===== src/rtl/dtp_pkg.sv =====
package dtp_pkg;
  localparam int ADDR_W = 3;

  localparam logic [ADDR_W-1:0] A_CNT_EV = 3'd0;
  localparam logic [ADDR_W-1:0] A_CNT_OD = 3'd1;
  localparam logic [ADDR_W-1:0] A_LO_EV  = 3'd2;
  localparam logic [ADDR_W-1:0] A_LO_OD  = 3'd3;
  localparam logic [ADDR_W-1:0] A_HI_EV  = 3'd4;
  localparam logic [ADDR_W-1:0] A_HI_OD  = 3'd5;
  localparam logic [ADDR_W-1:0] A_CTRL   = 3'd6;

  // strobes from control to datapath
  typedef struct packed {
    logic cascade;
    logic decEven;
    logic decOdd;
    logic rldEven;
    logic rldOdd;
    logic useHi;
  } strobe_t;
endpackage


===== src/rtl/dtp_datapath.sv =====
module dtp_datapath
  import dtp_pkg::*;
#(
  parameter int DW = 8
) (
  input  logic              clk,
  input  logic              rstN,
  input  logic              wrEn,
  input  logic [ADDR_W-1:0] wrAddr,
  input  logic [DW-1:0]     wrData,
  input  strobe_t           stb,
  output logic              evenOne,
  output logic              oddOne,
  output logic              wideOne,
  output logic              evenZero,
  output logic              oddZero,
  output logic              wideZero
);
  localparam int WW = 2 * DW;
  localparam logic [DW-1:0] ONE = DW'(1);
  localparam logic [WW-1:0] WONE = WW'(1);

  logic [DW-1:0] cntEv, cntOd, loEv, loOd, hiEv, hiOd;
  logic [DW-1:0] nextEv, nextOd;
  logic [WW-1:0] wide, wideLo, wideHi;

  assign wide   = {cntOd, cntEv};
  assign wideLo = {loOd, loEv};
  assign wideHi = {hiOd, hiEv};

  assign evenOne  = (cntEv == ONE);
  assign oddOne   = (cntOd == ONE);
  assign wideOne  = (wide == WONE);
  assign evenZero = (cntEv == '0);
  assign oddZero  = (cntOd == '0);
  assign wideZero = (wide == '0);

  always_comb begin
    nextEv = cntEv;
    nextOd = cntOd;
    if (stb.cascade) begin
      if (stb.rldEven)      {nextOd, nextEv} = stb.useHi ? wideHi : wideLo;
      else if (stb.decEven) {nextOd, nextEv} = wide - WONE;
    end else begin
      if (stb.rldEven)      nextEv = loEv;
      else if (stb.decEven) nextEv = cntEv - ONE;
      if (stb.rldOdd)       nextOd = loOd;
      else if (stb.decOdd)  nextOd = cntOd - ONE;
    end
    if (wrEn && wrAddr == A_CNT_EV) nextEv = wrData;
    if (wrEn && wrAddr == A_CNT_OD) nextOd = wrData;
  end

  always_ff @(posedge clk) begin
    if (!rstN) begin
      cntEv <= '0; cntOd <= '0;
      loEv  <= '0; loOd  <= '0;
      hiEv  <= '0; hiOd  <= '0;
    end else begin
      cntEv <= nextEv;
      cntOd <= nextOd;
      if (wrEn && wrAddr == A_LO_EV) loEv <= wrData;
      if (wrEn && wrAddr == A_LO_OD) loOd <= wrData;
      if (wrEn && wrAddr == A_HI_EV) hiEv <= wrData;
      if (wrEn && wrAddr == A_HI_OD) hiOd <= wrData;
    end
  end

  // a plain independent decrement lowers the even count by exactly one
  p_dec_step_r2: assert property (@(posedge clk) disable iff (!rstN)
    $past(stb.decEven && !stb.rldEven && !stb.cascade && !(wrEn && wrAddr == A_CNT_EV))
    |-> cntEv == $past(cntEv) - ONE);

  // a chained reload lands on one of the two programmed 16-bit values
  p_casc_reload_r4: assert property (@(posedge clk) disable iff (!rstN)
    $past(stb.cascade && stb.rldEven && !wrEn)
    |-> (wide == $past(wideLo)) || (wide == $past(wideHi)));
endmodule


===== src/rtl/dtp_ctrl.sv =====
module dtp_ctrl
  import dtp_pkg::*;
#(
  parameter int PRESCALE = 8
) (
  input  logic              clk,
  input  logic              rstN,
  input  logic              wrEn,
  input  logic [ADDR_W-1:0] wrAddr,
  input  logic [6:0]        wrCtrl,
  input  logic              evenOne,
  input  logic              oddOne,
  input  logic              wideOne,
  input  logic              evenZero,
  input  logic              oddZero,
  input  logic              wideZero,
  output strobe_t           stb,
  output logic              irqEven,
  output logic              irqOdd,
  output logic              toggle
);
  localparam int PW = (PRESCALE > 1) ? $clog2(PRESCALE) : 1;
  localparam logic [PW-1:0] PLAST = PW'(PRESCALE - 1);
  localparam logic [PW-1:0] PONE  = PW'(1);

  logic enEven, enOdd, cascade, pwm, autoEven, autoOdd, toutMode;
  logic [PW-1:0] presc;
  logic tick, ctrlWr, inHigh;
  logic fireEv, fireOd, wideExp;

  assign ctrlWr = wrEn && (wrAddr == A_CTRL);
  assign tick   = (presc == PLAST) && !ctrlWr;

  always_comb begin
    stb = '0;
    stb.cascade = cascade;
    fireEv  = 1'b0;
    fireOd  = 1'b0;
    wideExp = 1'b0;
    if (tick) begin
      if (cascade) begin
        if (enEven && !wideZero) begin
          if (wideOne) begin
            wideExp     = 1'b1;
            stb.rldEven = 1'b1;
            stb.useHi   = pwm && !inHigh;
            if (pwm && inHigh) fireOd = 1'b1;
            else               fireEv = 1'b1;
          end else begin
            stb.decEven = 1'b1;
          end
        end
      end else begin
        if (enEven && !evenZero) begin
          fireEv = evenOne;
          if (evenOne && autoEven) stb.rldEven = 1'b1;
          else                     stb.decEven = 1'b1;
        end
        if (enOdd && !oddZero) begin
          fireOd = oddOne;
          if (oddOne && autoOdd) stb.rldOdd = 1'b1;
          else                   stb.decOdd = 1'b1;
        end
      end
    end
  end

  always_ff @(posedge clk) begin
    if (!rstN) begin
      {enEven, enOdd, cascade, pwm, autoEven, autoOdd, toutMode} <= '0;
      presc   <= '0;
      inHigh  <= 1'b0;
      toggle  <= 1'b0;
      irqEven <= 1'b0;
      irqOdd  <= 1'b0;
    end else begin
      irqEven <= fireEv;
      irqOdd  <= fireOd;
      if (ctrlWr) begin
        {toutMode, autoOdd, autoEven, pwm, cascade, enOdd, enEven} <= wrCtrl;
        presc  <= '0;
        inHigh <= wrCtrl[6] ? toggle : 1'b1;
      end else begin
        presc <= (presc == PLAST) ? '0 : presc + PONE;
        if (wideExp && pwm) begin
          inHigh <= !inHigh;
          toggle <= !inHigh;
        end else if (fireEv) begin
          toggle <= !toggle;
        end
      end
    end
  end

  // prescale ticks never come on consecutive clocks
  p_tick_spacing_r1: assert property (@(posedge clk) disable iff (!rstN)
    tick |=> !tick);

  // interrupts are one-cycle pulses
  p_irq_pulse_r9: assert property (@(posedge clk) disable iff (!rstN)
    (irqEven || irqOdd) |=> !(irqEven || irqOdd));

  // chained non-PWM mode never raises the odd interrupt
  p_casc_no_odd_r3: assert property (@(posedge clk) disable iff (!rstN)
    (cascade && !pwm && !$past(ctrlWr)) |-> !irqOdd);

  // in PWM mode the odd interrupt comes with the toggle low, the even one with it high
  p_pwm_level_r8: assert property (@(posedge clk) disable iff (!rstN)
    (cascade && pwm && !$past(ctrlWr) && (irqEven || irqOdd)) |-> (toggle == irqEven));
endmodule


===== src/rtl/dual_timer_pwm.sv =====
module dual_timer_pwm
  import dtp_pkg::*;
#(
  parameter int DW       = 8,
  parameter int PRESCALE = 8
) (
  input  logic              clk,
  input  logic              rstN,
  input  logic              wrEn,
  input  logic [ADDR_W-1:0] wrAddr,
  input  logic [DW-1:0]     wrData,
  input  logic              outEn,
  output logic              irqEven,
  output logic              irqOdd,
  output logic              toutPin
);
  strobe_t stb;
  logic evenOne, oddOne, wideOne, evenZero, oddZero, wideZero, toggle;

  dtp_ctrl #(.PRESCALE(PRESCALE)) u_ctrl (
    .clk(clk), .rstN(rstN), .wrEn(wrEn), .wrAddr(wrAddr), .wrCtrl(wrData[6:0]),
    .evenOne(evenOne), .oddOne(oddOne), .wideOne(wideOne),
    .evenZero(evenZero), .oddZero(oddZero), .wideZero(wideZero),
    .stb(stb), .irqEven(irqEven), .irqOdd(irqOdd), .toggle(toggle)
  );

  dtp_datapath #(.DW(DW)) u_dp (
    .clk(clk), .rstN(rstN), .wrEn(wrEn), .wrAddr(wrAddr), .wrData(wrData), .stb(stb),
    .evenOne(evenOne), .oddOne(oddOne), .wideOne(wideOne),
    .evenZero(evenZero), .oddZero(oddZero), .wideZero(wideZero)
  );

  assign toutPin = toggle & outEn;
endmodule


===== config.mk =====
export PLATFORM = sky130hd
export DESIGN_NAME = dual_timer_pwm
export DESIGN_NICKNAME = d
export VERILOG_FILES = /design/src/rtl/dtp_pkg.sv /design/src/rtl/dtp_datapath.sv /design/src/rtl/dtp_ctrl.sv /design/src/rtl/dual_timer_pwm.sv
export SDC_FILE = /design/constraint.sdc
export NUM_CORES = 1
export LEC_CHECK = 0
export BUFFER_PORTS_ARGS = -buffer_cell sky130_fd_sc_hd__buf_2
export CORE_MARGIN = 2
export CORE_UTILIZATION = 40
export CTS_BUF_LIST = sky130_fd_sc_hd__clkbuf_16
export DETAILED_ROUTE_END_ITERATION = 16
export SLEW_MARGIN = 20
export SYNTH_ARGS = -nofsm -noshare
export SYNTH_HDL_FRONTEND = slang
export SYNTH_SLANG_ARGS = --single-unit

===== constraint.sdc =====
create_clock -name clk -period 2.9 [get_ports clk]
set_input_delay 0.435 -clock clk [delete_from_list [all_inputs] [get_ports clk]]
set_output_delay 0.435 -clock clk [all_outputs]
set_load 0.01 [all_outputs]

==> flow_summary.toml <==
[drt]
via_count = 3521
via_per_inst = 5.91
drc = 0
drt_iter0_drc = 284
ant_nets = 0
drt-total-wl_um = 11100
drt_pass1_iterations = 6
wl_per_cell_um = 18.6

[worst_setup_path]
startpoint_type = "flop"
required_ns = 3.17
arrival_ns = 2.84
cp_top_family = "simple AND/OR/NAND/NOR gates"
slowest_stage = "or3_4"
path_max_fanout = 8
path_class = "reg2reg"
end_kind = "flop"
path_cells = "inv_1 > ha_1 > nor3b_2 > nand2_4 > or3_4 > a311o_4 > a2111oi_4 > a211o_1"
crit_path_max_incr_delay_ns = 0.44
cp_num_buf_inv = 1

[power_and_ir_drop]
switching_power_uw = 574
clockPowerShare_pct = 49.1
p_comb_share_pct = 10.7
power.leakage_nw = 1.62
swShare_pct = 26.2
pwr-share-seq_pct = 40.3
power.density_nw_per_um2 = 519
vdd_drop_max_mv = 0.290
p_total_mw = 2.19
internal-power_mw = 1.62

[grt]
grt_pass1_wl_um = 18000
grt_overflow = 0
antenna_found_initial = 0
gr-usage-all-layers_pct = 23.1
grt_pass1_vias = 3343
grt_max_degree = 43

[outcome]
status = "finished clean"

[cts]
clk_latency_ns = 0.33
clkSinkCount = 61
cts-resized-gates = 0
cts_tree = "built"
clkTransAtPathRegs_ns = 0.06
cts.path.max_buffers = 2
h-tree-depth = 3
postCtsHoldBufs = 0
cts_made_buffers = 9
cts_root_buffer = "clkbuf_16"
post_cts_buffers = 0

[synthesis]
synth_nets = 485
async_flop_share_pct = 0
yosysUniqueCellTypes = 67
synth_top_area_share_pct = 33.4
synth_top_cell_by_area = "dfxtp_1"
synth_edf_count = 0
yosysSeqAreaShare_pct = 33.4
syn_area_um2 = 3660
syn_inst = 462
synthTopCellsByArea = "dfxtp_1, nand2_1, a21oi_1, xnor2_1, mux2i_1"
syn_avg_cell_area_um2 = 7.92
yosys_most_used_dff = "dfxtp_1"
ys_warn_count = 0
yosys_register_bits = 61

[sta]
min_period_ns = 2.58
max_slew_margin_pct = 43.9
worst_slew_pin_slew_ns = 0.835
finalMaxSlewViolations = 0
fin_skew_ns = 0.00831
hold_viol = 0
period_share_pct = 88.8
setup_tns_ns = 0
holdWs_ns = 0.430
layout_setup_ws_ns = 0.325
rsz0062_at_grt = "no"
setup_viol = 0
max_freq_mhz = 388

[finish]
fill_cells = 873
antenna-diode-count = 0
nets = 506
synthToLayoutAreaGrowth_pct = 15.4
final_layout_size_suffix_gt1_share_pct = 14.5

[placed_design]
place_congestion = 0.964
dpl.hpwl_um = 8130
dp_slack_ns = 0.346
io_buffers = 17

[floorplan]
pin_count = 18
die_area_um2 = 9930
die_y_um = 99.6
start_util_pct = 41.5
die_w_um = 99.6
rows = 34
core_um2 = 8810

[job]
drv_cap = 0

[worst_hold_path]
min_path_type = "in2reg"
[worst min-delay path, stage by stage]
cell and delay, ns:
buf_2 0.15, nand2_1 0.07, a21oi_1 0.05
[per-layer routing]
metal / vias up / GRT usage (%) / wire length, um
met5: - / 0 / 0
met3: 28 / 3.58 / 924
met1: 1615 / 33.0 / 5050
met2: 173 / 34.9 / 4760
li1: 1705 / - / -
met4: 0 / 9.27 / 329
[state kept, by name, summed over array words and instances, names as in the netlist]
name,cells
u_ctrl.irqEven,1
u_dp.cntOd,8
u_ctrl.toggle,1
u_ctrl.irqOdd,1
u_dp.hiOd,8
u_dp.loOd,8
u_ctrl.presc,3
u_dp.cntEv,8
u_ctrl.pwm,1
u_ctrl.enEven,1
u_ctrl.inHigh,1
u_ctrl.autoEven,1
u_dp.loEv,8
u_ctrl.autoOdd,1
u_dp.hiEv,8
u_ctrl.cascade,1
u_ctrl.enOdd,1
[path summary, 6_finish.rpt]
path / depth (start not counted) / slack, ns / to / startpoint
hold / removal: 3 / 0.43 / u_dp.hiEv[7] / wrData[7]
setup / recovery: 8 / 0.32 / u_dp.cntOd[1] / u_dp.cntEv[1]
setup reg to reg: 8 / 0.32 / u_dp.cntOd[1] / u_dp.cntEv[1]
hold reg to reg: 2 / 0.45 / u_dp.hiEv[7] / u_dp.hiEv[7]
[power groups by stage]
stage          combinational (mW)  sequential [mW]  clock, mW
3_5_place_dp                0.229            0.899          0
4_1_cts                     0.231            0.881       1.08
2_1_floorplan               0.164            0.888          0
3_3_place_gp                0.229            0.898          0
5_1_grt                     0.260            0.884       1.12
6_report                    0.233            0.882       1.07
[per-stage QoR]
| step | utilization (%) | cells | instance area (um^2) |
|---|---|---|---|
| 2_1_floorplan | - | 462 | 3660 |
| 3_3_place_gp | 44.5 | 580 | 3920 |
| 3_5_place_dp | 44.5 | 580 | 3920 |
| 4_1_cts | 48.0 | 596 | 4220 |
| 5_1_grt | 48.0 | 596 | 4220 |
| 6_report | 48.0 | 596 | 4220 |
[synth_stat cells (2+ instances only)]
master	n
a2111oi_2	2
a211o_1	6
a211oi_1	5
a21boi_0	2
a21oi_1	47
a221o_1	3
a31oi_1	8
and2_1	10
and3_1	2
buf_1	2
buf_6	2
clkbuf_1	23
dfxtp_1	61
ha_1	8
inv_1	8
mux2_1	2
mux2_2	2
mux2i_1	11
nand2_1	98
nand2b_1	8
nand3_1	12
nand4_1	4
nand4b_1	3
nor2_1	20
nor2b_1	3
nor3_1	12
nor3b_1	4
nor4_1	5
nor4_4	2
o211ai_1	5
o21a_1	2
o21ai_0	15
o21ai_1	3
o221ai_1	4
o31ai_1	2
or3_1	6
or4_1	4
xnor2_1	13
xor2_1	5
[layout make-up]
cell class | count | area (um^2) | share of cell area [%]
Inverter | 9 | 33.8 | 0.800
Clock inverter | 7 | 76.3 | 1.81
Multi-Input combinational cell | 364 | 2290 | 54.2
Clock buffer | 9 | 225 | 5.33
Timing Repair Buffer | 38 | 243 | 5.75
Tap cell | 108 | 135 | 3.20
Sequential cell | 61 | 1220 | 28.9
[placed cells by master (no fill, tap or decap), types with 3 or more instances in the layout]
cell type,count
ha_1,8
nor4_1,5
nor2b_1,3
and2_1,10
nand4_1,4
nor2_1,20
nor3b_1,4
o21ai_0,15
or4_1,4
nand4b_1,3
buf_2,17
a211oi_1,5
nand3_1,12
or3_1,6
clkinv_4,3
o221ai_1,4
xor2_1,5
o21ai_1,3
buf_4,21
nor3_1,12
o211ai_1,5
inv_1,8
a31oi_1,8
xnor2_1,13
mux2i_1,11
nand2_1,98
a211o_1,6
nor4_4,3
a221o_1,3
nand2b_1,8
clkbuf_16,9
a21oi_1,47
dfxtp_1,61
[cells by family after synthesis]
| family | count (synthesis) | synth area share, % |
|---|---|---|
| and+or+nand+nor | 207 | 29.5 |
| AOI/OAI and AO/OA | 116 | 21.5 |
| DFF | 61 | 33.4 |
| buffers and inverters | 37 | 4.31 |
| xor gates and xnor gates | 18 | 4.31 |
| muxes | 15 | 4.24 |
| adders and majority gates | 8 | 2.74 |
(Power assumes the default switching activity.)
